## src/rtl/uwm_pkg.sv

```systemverilog
package uwm_pkg;
   typedef enum logic {
      DIR_LEFT  = 1'b0,
      DIR_RIGHT = 1'b1
   } uwm_dir_e;
endpackage

```

## src/rtl/uwm_load_merge.sv

```systemverilog
module uwm_load_merge
   import uwm_pkg::*;
#(
   parameter  int DATA_W = 32,
   parameter  int LANE_W = 8,
   localparam int LANES  = DATA_W / LANE_W,
   localparam int OFF_W  = $clog2(LANES)
) (
   input  logic              dir,
   input  logic [OFF_W-1:0]  off,
   input  logic [DATA_W-1:0] mem_word,
   input  logic [DATA_W-1:0] old_word,
   output logic [DATA_W-1:0] merged
);
   // Each result lane picks either a memory lane or its own old lane.
   for (genvar i = 0; i < LANES; i++) begin : g_lane
      int               pos;
      logic             take;
      logic [OFF_W-1:0] sel;
      logic [LANE_W-1:0] lane_out;

      always_comb begin
         pos = i + int'(off);
         if (dir == DIR_LEFT) begin
            take = (pos >= LANES - 1);
            sel  = OFF_W'(pos - (LANES - 1));
         end else begin
            take = (pos <= LANES - 1);
            sel  = OFF_W'(pos);
         end
         lane_out = take ? mem_word[sel*LANE_W +: LANE_W]
                         : old_word[i*LANE_W +: LANE_W];
      end

      assign merged[i*LANE_W +: LANE_W] = lane_out;
   end
endmodule

```

## src/rtl/uwm_store_align.sv

```systemverilog
module uwm_store_align
   import uwm_pkg::*;
#(
   parameter  int DATA_W = 32,
   parameter  int LANE_W = 8,
   localparam int LANES  = DATA_W / LANE_W,
   localparam int OFF_W  = $clog2(LANES)
) (
   input  logic              dir,
   input  logic [OFF_W-1:0]  off,
   input  logic [DATA_W-1:0] src_word,
   output logic [LANES-1:0]  lane_en,
   output logic [DATA_W-1:0] lane_data
);
   for (genvar k = 0; k < LANES; k++) begin : g_lane
      int                pos;
      logic              en;
      logic [OFF_W-1:0]  sel;
      logic [LANE_W-1:0] lane_out;

      always_comb begin
         if (dir == DIR_LEFT) begin
            en  = (k <= int'(off));
            pos = k + (LANES - 1) - int'(off);
         end else begin
            en  = (k >= int'(off));
            pos = k - int'(off);
         end
         sel      = OFF_W'(pos);
         lane_out = en ? src_word[sel*LANE_W +: LANE_W] : '0;
      end

      assign lane_en[k]                    = en;
      assign lane_data[k*LANE_W +: LANE_W] = lane_out;
   end
endmodule

```

## src/rtl/uwm_pipe_reg.sv

```systemverilog
module uwm_pipe_reg #(
   parameter int W          = 32,
   parameter bit CLEAR_IDLE = 1'b0
) (
   input  logic         clk,
   input  logic         rst_n,
   input  logic         in_valid,
   input  logic [W-1:0] in_data,
   output logic         out_valid,
   output logic [W-1:0] out_data
);
   always_ff @(posedge clk) begin
      if (!rst_n) out_valid <= 1'b0;
      else        out_valid <= in_valid;
   end

   if (CLEAR_IDLE) begin : g_clear
      always_ff @(posedge clk) begin
         if (!rst_n)        out_data <= '0;
         else if (in_valid) out_data <= in_data;
         else               out_data <= '0;
      end
   end else begin : g_hold
      always_ff @(posedge clk) begin
         if (!rst_n)        out_data <= '0;
         else if (in_valid) out_data <= in_data;
      end
   end
endmodule

```

## src/rtl/uwm_unit.sv

```systemverilog
module uwm_unit
   import uwm_pkg::*;
#(
   parameter  int DATA_W = 32,
   parameter  int LANE_W = 8,
   localparam int LANES  = DATA_W / LANE_W,
   localparam int OFF_W  = $clog2(LANES)
) (
   input  logic              clk,
   input  logic              rst_n,
   input  logic              ld_issue,
   input  logic              ld_dir,
   input  logic [OFF_W-1:0]  ld_off,
   input  logic [DATA_W-1:0] ld_mem,
   input  logic [DATA_W-1:0] ld_old,
   input  logic              st_issue,
   input  logic              st_dir,
   input  logic [OFF_W-1:0]  st_off,
   input  logic [DATA_W-1:0] st_src,
   output logic              ld_valid,
   output logic [DATA_W-1:0] ld_result,
   output logic              st_valid,
   output logic [LANES-1:0]  st_be,
   output logic [DATA_W-1:0] st_data
);
   localparam int ST_W = LANES + DATA_W;

   if (LANE_W < 1 || (DATA_W % LANE_W) != 0 || LANES < 2 || (1 << OFF_W) != LANES) begin : g_bad_cfg
      $error("uwm_unit: DATA_W must split into a power-of-two count (>=2) of LANE_W lanes");
   end

   logic [DATA_W-1:0] merged_d;
   logic [LANES-1:0]  en_d;
   logic [DATA_W-1:0] sdata_d;
   logic [ST_W-1:0]   st_q;

   uwm_load_merge #(.DATA_W(DATA_W), .LANE_W(LANE_W)) u_load (
      .dir(ld_dir), .off(ld_off), .mem_word(ld_mem), .old_word(ld_old), .merged(merged_d)
   );

   uwm_store_align #(.DATA_W(DATA_W), .LANE_W(LANE_W)) u_store (
      .dir(st_dir), .off(st_off), .src_word(st_src), .lane_en(en_d), .lane_data(sdata_d)
   );

   uwm_pipe_reg #(.W(DATA_W), .CLEAR_IDLE(1'b0)) u_ld_reg (
      .clk(clk), .rst_n(rst_n), .in_valid(ld_issue), .in_data(merged_d),
      .out_valid(ld_valid), .out_data(ld_result)
   );

   uwm_pipe_reg #(.W(ST_W), .CLEAR_IDLE(1'b1)) u_st_reg (
      .clk(clk), .rst_n(rst_n), .in_valid(st_issue), .in_data({en_d, sdata_d}),
      .out_valid(st_valid), .out_data(st_q)
   );

   assign st_be   = st_q[ST_W-1 -: LANES];
   assign st_data = st_q[DATA_W-1:0];

   // addressed byte ends in the top lane on a left load
   assert_ll_top_R1: assert property (@(posedge clk) disable iff (!rst_n)
      (ld_issue && ld_dir == DIR_LEFT) |=>
      ld_result[DATA_W-1 -: LANE_W] == $past(ld_mem[ld_off*LANE_W +: LANE_W]));

   // lane 0 survives a left load unless the offset is the last lane
   assert_ll_keep_R2: assert property (@(posedge clk) disable iff (!rst_n)
      (ld_issue && ld_dir == DIR_LEFT && ld_off != OFF_W'(LANES-1)) |=>
      ld_result[LANE_W-1:0] == $past(ld_old[LANE_W-1:0]));

   // addressed byte ends in lane 0 on a right load
   assert_lr_low_R3: assert property (@(posedge clk) disable iff (!rst_n)
      (ld_issue && ld_dir == DIR_RIGHT) |=>
      ld_result[LANE_W-1:0] == $past(ld_mem[ld_off*LANE_W +: LANE_W]));

   // top lane survives a right load with nonzero offset
   assert_lr_keep_R4: assert property (@(posedge clk) disable iff (!rst_n)
      (ld_issue && ld_dir == DIR_RIGHT && ld_off != '0) |=>
      ld_result[DATA_W-1 -: LANE_W] == $past(ld_old[DATA_W-1 -: LANE_W]));

   // left store enables offset+1 lanes starting at lane 0
   assert_sl_mask_R5: assert property (@(posedge clk) disable iff (!rst_n)
      (st_issue && st_dir == DIR_LEFT) |=>
      (st_be[0] && $countones(st_be) == int'($past(st_off)) + 1));

   // right store enables lanes from the offset to the top lane
   assert_sr_mask_R6: assert property (@(posedge clk) disable iff (!rst_n)
      (st_issue && st_dir == DIR_RIGHT) |=>
      (st_be[LANES-1] && $countones(st_be) == LANES - int'($past(st_off))));

   // valid flags follow issue by one clock
   assert_ld_lat_R7: assert property (@(posedge clk) disable iff (!rst_n)
      ld_issue |=> ld_valid);
   assert_st_lat_R7: assert property (@(posedge clk) disable iff (!rst_n)
      st_issue |=> st_valid);

   // an idle store slot writes nothing
   assert_st_idle_R9: assert property (@(posedge clk) disable iff (!rst_n)
      !st_issue |=> (!st_valid && st_be == '0 && st_data == '0));

   // an idle load slot holds the last result
   assert_ld_hold_R11: assert property (@(posedge clk) disable iff (!rst_n)
      !ld_issue |=> (!ld_valid && $stable(ld_result)));
endmodule

```

## config.mk

```make
export PLATFORM = sky130hd
export DESIGN_NAME = uwm_unit
export DESIGN_NICKNAME = d
export VERILOG_FILES = /design/src/rtl/uwm_pkg.sv /design/src/rtl/uwm_load_merge.sv /design/src/rtl/uwm_store_align.sv /design/src/rtl/uwm_pipe_reg.sv /design/src/rtl/uwm_unit.sv
export SDC_FILE = /design/constraint.sdc
export NUM_CORES = 1
export LEC_CHECK = 0
export BUFFER_PORTS_ARGS = -buffer_cell sky130_fd_sc_hd__buf_2
export CAP_MARGIN = 25
export CORE_UTILIZATION = 47
export CTS_BUF_LIST = sky130_fd_sc_hd__clkbuf_8
export CTS_CLUSTER_SIZE = 8
export DETAILED_ROUTE_END_ITERATION = 6
export PLACE_DENSITY_LB_ADDON = 0.12
export SYNTH_ARGS = -nofsm -noshare
export SYNTH_HDL_FRONTEND = slang
export SYNTH_SLANG_ARGS = --single-unit
```

## constraint.sdc

```tcl
create_clock -name clk -period 2.4 [get_ports clk]
set_input_delay 0.12 -clock clk [delete_from_list [all_inputs] [get_ports clk]]
set_output_delay 0.12 -clock clk [all_outputs]
set_load 0.05 [all_outputs]
```

# --- Yosys cells after proc, flatten, opt, wreduce, memory -nomap -nowiden ---
# Cells that the tools add are included.
totals:
  regBits: 70
  in_bits: 106
  output_inout_bits: 70
  elab_cells: 69
classes:
  add_sub_neg: 14
  order_cmp: 14
  n_shift: 8
  muxes: 20
  reduce_logical: 5
ops:
  columns: ["op", "count"]
  rows:
  - ["32-bit by 6-bit indexed part select with 8-bit output", 8]
  - ["8-bit two-way mux", 4]
  - ["2-bit two-way mux", 8]
  - ["3-bit AND reduction", 4]
  - ["3-bit by 2-bit >= comparator with 1-bit output, second input constant", 3]
  - ["3-bit by 2-bit <= comparator with 1-bit output, second input constant", 3]
  - ["1-bit two-way mux", 8]
  - ["1-bit by 2-bit subtractor with 2-bit output, first input constant", 4]
  - ["2-bit by 2-bit adder with 3-bit output, first input constant", 2]
  - ["2-bit by 1-bit subtractor with 2-bit output, second input constant", 3]
  - ["2-bit subtractor, first input constant", 3]
  - ["1-bit by 2-bit >= comparator with 1-bit output, first input constant", 2]
  - ["2-bit <= comparator, first input constant", 2]
  - ["1-bit by 2-bit adder with 3-bit output, first input constant", 1]
  - ["2-bit >= comparator, first input constant", 1]
  - ["2-bit >= comparator, second input constant", 1]
  - ["1-bit by 2-bit <= comparator with 1-bit output, first input constant", 1]
  - ["2-bit <= comparator, second input constant", 1]
  - ["2-bit AND reduction", 1]
  - ["2-bit subtractor, second input constant", 1]

# --- Depth between registers and ports, before layout ---
# Gate-level depths: netlist of run 1.
depth:
  depth_word: 5
  mapped_depth: 12
  ltp_nobuf: 6

# --- Hierarchy ---
# A second synthesis of run 1 with hierarchy kept.
unflattened:
  cells_unflattened: 550
  hier_area_um2: 5455.2
modules_own_cells:
  columns: ["module", "instances", "cells_each", "area_per_inst_um2", "seq_area_each_um2"]
  rows:
  - ["uwm_load_merge", 1, 261, 2303.5, 0.0]
  - ["uwm_pipe_reg at u_ld_reg", 1, 105, 1270.0, 660.6]
  - ["uwm_pipe_reg at u_st_reg", 1, 80, 1031.0, 740.7]
  - ["uwm_store_align", 1, 104, 850.8, 0.0]

# --- Worst setup path after synthesis of run 1 ---
# Ideal clock, no wire load.
synth_timing:
  path_type: "input -> register"
  startpoint: "input ld_off[0]"
  endpoint: "register u_ld_reg.out_data[0]"
  setup_ns: 0.117
  arrival_ns: 2.185
  required_ns: 2.283
  path_slack_ns: 0.098
  cell_stages: 12
  n_path_buf: 6
  path_cell_list: "buf_2 buf_4 buf_4 inv_2 ha_1 buf_6 or3b_1 buf_6 buf_6 o221ai_2 o21ai_1 a32o_1"
synth_via:
  elab_chain_cells: 4
  elab_cells_between_ends: 7
  classes_between: "add/sub: 1; order compare: 2; shift: 1; mux: 3"
synth_rtl:
  columns: ["item", "line", "rtl"]
  rows:
  - ["start: declaration", "uwm_unit.sv:13", "input logic [OFF_W-1:0] ld_off,"]
  - ["2-bit subtractor", "uwm_load_merge.sv:26", "sel = OFF_W'(pos - (LANES - 1));"]
  - ["2-bit two-way mux", "uwm_load_merge.sv:24", "if (dir == DIR_LEFT) begin"]
  - ["32-bit by 6-bit indexed part select with 8-bit output", "uwm_load_merge.sv:31", "lane_out = take ? mem_word[sel*LANE_W +: LANE_W]"]
  - ["8-bit two-way mux (*)", "uwm_load_merge.sv:31", null]
  - ["end signal: assignment", "uwm_pipe_reg.sv:26", "else if (in_valid) out_data <= in_data;"]
  - ["end: declaration", "uwm_pipe_reg.sv:10", "output logic [W-1:0] out_data"]
# Every way passes the cells marked *; elsewhere a longest branch is shown, timed or not.
# A chain may end at the register's enable or synchronous reset.

# --- Worst setup path after layout of run 1 ---
layout_timing:
  startpoint: "input ld_off[0]"
  endpoint: "register u_ld_reg.out_data[3]"
# The elaborated chain is that of the path after synthesis.

==> flow_metrics.py, run 1 <==
metrics = {
    "timing": {
        "fin_skew_ps": 0,
        "fin_ws_ps": 602,
        "rsz0062_at_grt": "false",
        "tns_ps": 0,
        "setup_viol": 0,
        "slew_viol_final": 0,
        "slew_headroom_pct": 43.2,
        "hold_viol": 0,
        "fmax_ghz": 0.556,
        "tightestPinTransition_ps": 846,
        "min_period_ps": 1800,
        "min_period_over_period_pct": 74.9,
    },
    "run": {
        "maxCapViolations": 0,
    },
    "yosys": {
        "yosysTopAreaCellShare_pct": 28.2,
        "async_reset_ff_share_pct": 0,
        "synthDistinctLibCells": 49,
        "syn_nets": 657,
        "yosys-top-cells-area": "dfxtp_1 (28%), mux2i_1 (11%), mux4_2 (7.2%)",
        "synth_area_sq_um": 4980,
        "synth.most_common_cell": "dfxtp_1",
        "ys.flop_type": "dfxtp_1",
        "ys_seq_elements": 70,
        "synth_cells": 539,
        "ys_seq_area_share_pct": 28.2,
        "synth_area_per_cell_sq_um": 9.23,
        "ys_top_cells_by_count": "dfxtp_1 (70), mux2i_1 (55), nor2b_1 (34)",
        "yosys.area.top_type": "dfxtp_1",
        "synth_edf_count": 0,
        "ys_warn_count": 0,
    },
    "cts": {
        "postCtsHoldBufs": 0,
        "clk_latency_ps": 350,
        "clk_pin_slew_ps": 90,
        "cts_tree": "done",
        "htreeDepth": 3,
        "cts_buffers": 9,
        "cts_setup_buffers": 0,
        "clk_path_buf_depth": 2,
        "cts_num_sinks": 70,
        "cts_root_buf": "clkbuf_8",
        "cts_resized": 0,
    },
    "routing": {
        "drt_iter0_drc": 380,
        "ant_nets": 0,
        "detail_route.wl_per_cell_microns": 19.5,
        "first_pass_iters": 5,
        "vias": 5099,
        "viasPerCell": 6.04,
        "drc": 0,
        "drt-total-wl_mm": 16.5,
    },
    "global_routing": {
        "grt_max_degree": 69,
        "grt_pass1_vias": 4718,
        "track_usage_pct": 29.8,
        "grt_antenna_before_repair": 0,
        "overflow": 0,
        "grt_pass1_wl_mm": 25.5,
    },
    "place": {
        "portBuffers": 175,
        "place_area_sq_um": 5980,
        "finalWeightedCongestion": 0.908,
        "pre_cts_ws_ps": 260,
        "dp_hpwl_mm": 12.6,
    },
    "die": {
        "coreArea_sq_um": 10300,
        "die-area_sq_um": 11000,
        "start_util_pct": 48.4,
        "std_cell_rows": 37,
        "io_pins": 176,
        "die_w_microns": 105,
        "die_h_microns": 105,
    },
    "worst_setup_path": {
        "max_stage_delay_ps": 690,
        "crit_chain": "buf_2, inv_2, ha_1, or3b_1, o221ai_2, o21ai_1, a32o_1",
        "cp-start-kind": "input port",
        "critPathCaptureType": "flop",
        "crit_required_ps": 2640,
        "r2r_slack_ps": 1440,
        "cpMaxStageDelayCell": "or3b_1",
        "critPathKind": "in -> reg",
        "crit_fanout": 16,
        "cp_num_buf_inv": 2,
        "critPathArrivalTime_ps": 2040,
        "critical_path.top_delay_family": "simple AND/OR/NAND/NOR gates",
    },
    "power": {
        "finalPower_mw": 3.77,
        "p_per_area_nw_per_um2": 607,
        "p_leak_nw": 2.81,
        "ir_worst_vdd_v": 0.000373,
    },
    "finish": {
        "final_core_util_pct": 60.4,
        "final_nets": 821,
        "stdcell_area_sq_um": 6210,
        "drive_gt1_share_pct": 36.9,
        "syn_to_final_growth_pct": 24.7,
        "diodes": 0,
        "nFillCells": 957,
    },
    "hold_path": {
        "hold_path.class": "in -> reg",
    },
    "status": {
        "status": "finished clean",
    },
}
-- flip-flops by register name, summed over array words and instances (netlist names) --
| signal | cells |
|---|---|
| u_st_reg.out_data | 36 |
| u_ld_reg.out_data | 32 |
| u_st_reg.out_valid | 1 |
| u_ld_reg.out_valid | 1 |
-- per-stage QoR --
step / hold WS (ps) / instances
floorplan: 301 / 539
global placement: 398 / 828
detailed placement: 409 / 828
CTS: 34.9 / 844
global route: 31.1 / 844
finish: 49.5 / 844
-- placed cells by master (no fill, tap or decap), types with 9 or more instances in the layout --
cell type    n
dfxtp_1     70
nor3_1      14
a211oi_1    25
buf_2      175
a31oi_1     10
o32ai_1     13
clkbuf_8     9
mux4_2      16
ha_1        12
o22ai_1     26
o21ai_1     15
mux2_2      17
nor2_1      32
and2_1      17
mux2i_1     55
nand2_1     21
nor2b_1     34
inv_1       11
a21oi_1     28
buf_4       20
-- kinds of logic (layout without fill, tap and decap cells) --
| kind of cell | after synthesis | after routing | synth area share [%] |
|---|---|---|---|
| AO/OA/AOI/OAI | 160 | 160 | 23.4 |
| buffers and inverters | 58 | 227 | 5.76 |
| XOR/XNOR | 1 | 1 | 0.553 |
| multiplexers | 97 | 97 | 24.2 |
| AND/OR/NAND/NOR | 141 | 141 | 14.8 |
| adder cells (fa/ha/maj) | 12 | 12 | 3.02 |
| flip-flops | 70 | 70 | 28.2 |
-- worst paths after layout --
kind,from,to,depth (start not counted)
max reg2reg,u_ld_reg.out_data[15],u_ld_reg.out_data[15],3
min,ld_old[11],u_ld_reg.out_data[11],3
min reg2reg,u_ld_reg.out_data[1],u_ld_reg.out_data[1],1
max,ld_off[0],u_ld_reg.out_data[3],7
-- tightest hold or removal path: cells and delay by family --
family	cells	cell delay [ps]
buffers and inverters	1	70
AO/OA/AOI/OAI	2	160
-- power breakdown --
group	internal [mW]	leakage (nW)	switching, mW
clock network	0.602	0.112	0.526
registers	1.25	0.576	0.0468
logic	0.484	2.12	0.859
-- layout make-up --
type	count	area [sq um]	area share (%)
sequential	70	1400	22.6
tap	136	170	2.74
clock inverter	7	105	1.69
timing repair buffer	197	1070	17.2
inverter	14	52.6	0.847
multi-input combinational	411	3290	53.0
clock buffer	9	124	2.00
-- routing by layer --
layer / wire length, microns / GRT usage (%) / vias to the layer above
met4: 146 / 5.94 / 0
li1: - / - / 2400
met3: 1280 / 5.43 / 14
met1: 8030 / 45.1 / 2452
met5: 0 / 0 / -
met2: 7050 / 43.8 / 233
(Power assumes the default switching activity.)
==> run 2, diff against run 1 <==
- ABC_AREA: unset -> 1
- CORE_UTILIZATION: 47 -> 45
- clock period: 2.4 -> 1.6 ns (I/O delays scaled with it)
==> run 2 against run 1 <==
Combinational power up 35%. Power increased by 44%. Via count grew 2.6%. Sequential power up 47%. Synthesized area decreased by 15%. First-iteration DRC count down 27%. Core utilization is 0.15 points higher. Synthesized cell count up 21%. Clock-buffer cell count up 1. Worst hold slack got worse by 32 ps. Non-clock buffer count is 11 higher. Sequential share of layout area rose by 2.6 points.
==> flow_metrics.py, run 2 <==
metrics = {
    "place": {
        "portBuffers": 175,
        "pre_cts_ws_ps": 47.3,
        "dp_hpwl_mm": 12.1,
        "finalWeightedCongestion": 0.986,
        "place_area_sq_um": 5330,
    },
    "global_routing": {
        "grt_pass1_vias": 4896,
        "grt_antenna_before_repair": 0,
        "grt_pass1_wl_mm": 24.2,
        "track_usage_pct": 32.3,
        "overflow": 0,
        "grt_max_degree": 37,
    },
    "timing": {
        "hold_viol": 0,
        "rsz0062_at_grt": "false",
        "min_period_ps": 1270,
        "fin_skew_ps": 0,
        "setup_viol": 0,
        "fin_ws_ps": 330,
        "slew_headroom_pct": 55.7,
        "fmax_ghz": 0.788,
        "min_period_over_period_pct": 79.4,
        "slew_viol_final": 0,
        "tns_ps": 0,
        "holdWs_ps": 17.2,
        "tightestPinTransition_ps": 665,
    },
    "yosys": {
        "ys_warn_count": 0,
        "yosys-top-cells-area": "dfxtp_1 (33%), nand3_1 (18%), nand2_1 (9.6%)",
        "syn_nets": 768,
        "ys_seq_area_share_pct": 33.1,
        "yosysTopAreaCellShare_pct": 33.1,
        "synthDistinctLibCells": 25,
        "ys_seq_elements": 70,
        "synth_area_sq_um": 4240,
        "async_reset_ff_share_pct": 0,
        "ys.flop_type": "dfxtp_1",
        "yosys.area.top_type": "dfxtp_1",
        "ys_top_cells_by_count": "nand3_1 (155), nand2_1 (108), dfxtp_1 (70)",
        "synth_area_per_cell_sq_um": 6.52,
        "synth_cells": 650,
        "synth.most_common_cell": "nand3_1",
        "synth_edf_count": 0,
    },
    "cts": {
        "cts_buffers": 9,
        "htreeDepth": 3,
        "clk_pin_slew_ps": 90,
        "cts_setup_buffers": 0,
        "cts_tree": "done",
        "clk_path_buf_depth": 2,
        "clk_latency_ps": 340,
        "cts_root_buf": "clkbuf_8",
        "cts_num_sinks": 70,
    },
    "die": {
        "die_w_microns": 99.0,
        "start_util_pct": 46.1,
        "die-area_sq_um": 9800,
        "die_h_microns": 99.0,
        "std_cell_rows": 35,
        "coreArea_sq_um": 9200,
        "io_pins": 176,
    },
    "finish": {
        "drive_gt1_share_pct": 30.3,
        "syn_to_final_growth_pct": 31.5,
        "diodes": 0,
        "largest-register": "u_st_reg.out_data",
        "final_nets": 949,
        "final_cell_mix": "buf_2 (175), nand3_1 (155), nand2_1 (108)",
        "largest_register_ffs": 36,
        "top_regs": "u_st_reg.out_data x36, u_ld_reg.out_data x32",
        "final_common_cell": "buf_2",
        "stdcell_area_sq_um": 5570,
    },
    "power": {
        "ir_worst_vdd_v": 0.000499,
        "p_per_area_nw_per_um2": 972,
        "p_leak_nw": 2.97,
    },
    "worst_setup_path": {
        "cp-start-kind": "input port",
        "r2r_slack_ps": 910,
        "rr_endpoint": "u_ld_reg.out_data[31]",
        "critPathCaptureType": "flop",
        "critPathKind": "in -> reg",
        "crit_required_ps": 1890,
        "critPathArrivalTime_ps": 1560,
        "crit_fanout": 9,
        "r2r_start": "u_ld_reg.out_data[31]",
        "r2r_cells": 2,
    },
    "status": {
        "status": "finished clean",
    },
    "routing": {
        "drt_iter0_drc": 279,
        "drc": 0,
        "ant_nets": 0,
        "wl_met2_mm": 7.49,
        "drt-total-wl_mm": 15.7,
        "vias": 5232,
        "first_pass_iters": 6,
        "dr_wl_met3_mm": 1.43,
        "wl_met1_mm": 6.15,
        "dr.max_layer_used": "met4",
        "viasPerCell": 5.52,
        "detail_route.wl_per_cell_microns": 16.5,
    },
    "hold_path": {
        "hp-start": "ld_old[6]",
        "hold_path_depth": 3,
        "hold_path.class": "in -> reg",
        "holdPathEnd": "u_ld_reg.out_data[6]",
    },
    "run": {
        "maxCapViolations": 0,
    },
}
[run 2: cell count changes after synthesis, moves of 17 or more]
cell      before  now
nand3_1        1  155
mux2i_1       55    0
nand2_1       21  108
o21ai_0        5   57
and2_1        17    0
o22ai_1       26    0
nor2b_1       34    1
nor2_1        32   61
a211oi_1      25    0
inv_1         11   45
mux2_2        17    0
a21oi_1       28   54
[run 2: cell families (layout without fill, tap and decap cells)]
kind of cell,Yosys count,in the layout,share of synthesized area (%)
buffers and inverters,89,275,9.60
AOI/OAI and AO/OA,147,147,19.2
adders and majority gates,12,12,3.54
and+or+nand+nor,332,332,34.6
DFF,70,70,33.1
[run 2: through the flow]
stage	std cells	util (%)	power, mW
finish	947	60.5	5.41
CTS	947	60.5	5.45
floorplan	650	-	3.14
detailed placement	930	57.9	3.74
global route	947	60.5	5.70
global placement	930	57.9	3.72
[run 2: power by group]
group	internal (mW)	switching [mW]	leakage, nW
clock	0.929	0.765	0.109
sequential	1.86	0.0500	0.577
combinational	0.552	1.26	2.29
total	3.34	2.07	2.97
[run 2: layer usage]
metal,global-route usage (%),vias to the layer above
met5,0,-
met4,17.9,0
met3,7.38,34
met2,55.0,262
met1,37.6,2395
li1,-,2541
[run 2: critical path: stages]
cell	delay (ps)
dlygate4sd3_1	530
buf_2	100
nand2_1	60
inv_1	100
o21ai_0	170
inv_1	260
o21ai_0	140
nor2_1	120
[run 2: what timing repair did]
action / CTS / global route
hold buffers: 1 / 0
resized for setup: 0 / 0
hold endpoints to repair: 1 / 0
[run 2: worst max-delay path by stage]
stage / startpoint / end / slack (ps) / cells after the start
after floorplan: ld_off[0] / u_ld_reg.out_data[23] / 220 / 7
after global placement: ld_off[1] / u_ld_reg.out_data[9] / 60 / 10
after detailed placement: ld_off[1] / u_ld_reg.out_data[9] / 50 / 10
after CTS: st_issue / u_st_reg.out_data[6] / 370 / 8
after global routing: st_issue / u_st_reg.out_data[6] / 240 / 8
final: st_issue / u_st_reg.out_data[6] / 330 / 8
[run 2: final cells by class]
cell class              count  area, sq um
repair buffers            208         1180
flip-flops and latches     70         1400
clock inverters             6         92.6
inverters                  51          194
clock buffers              10          138
multi-input cells         491         2430
fillers                   934         3630
well taps                 111          139
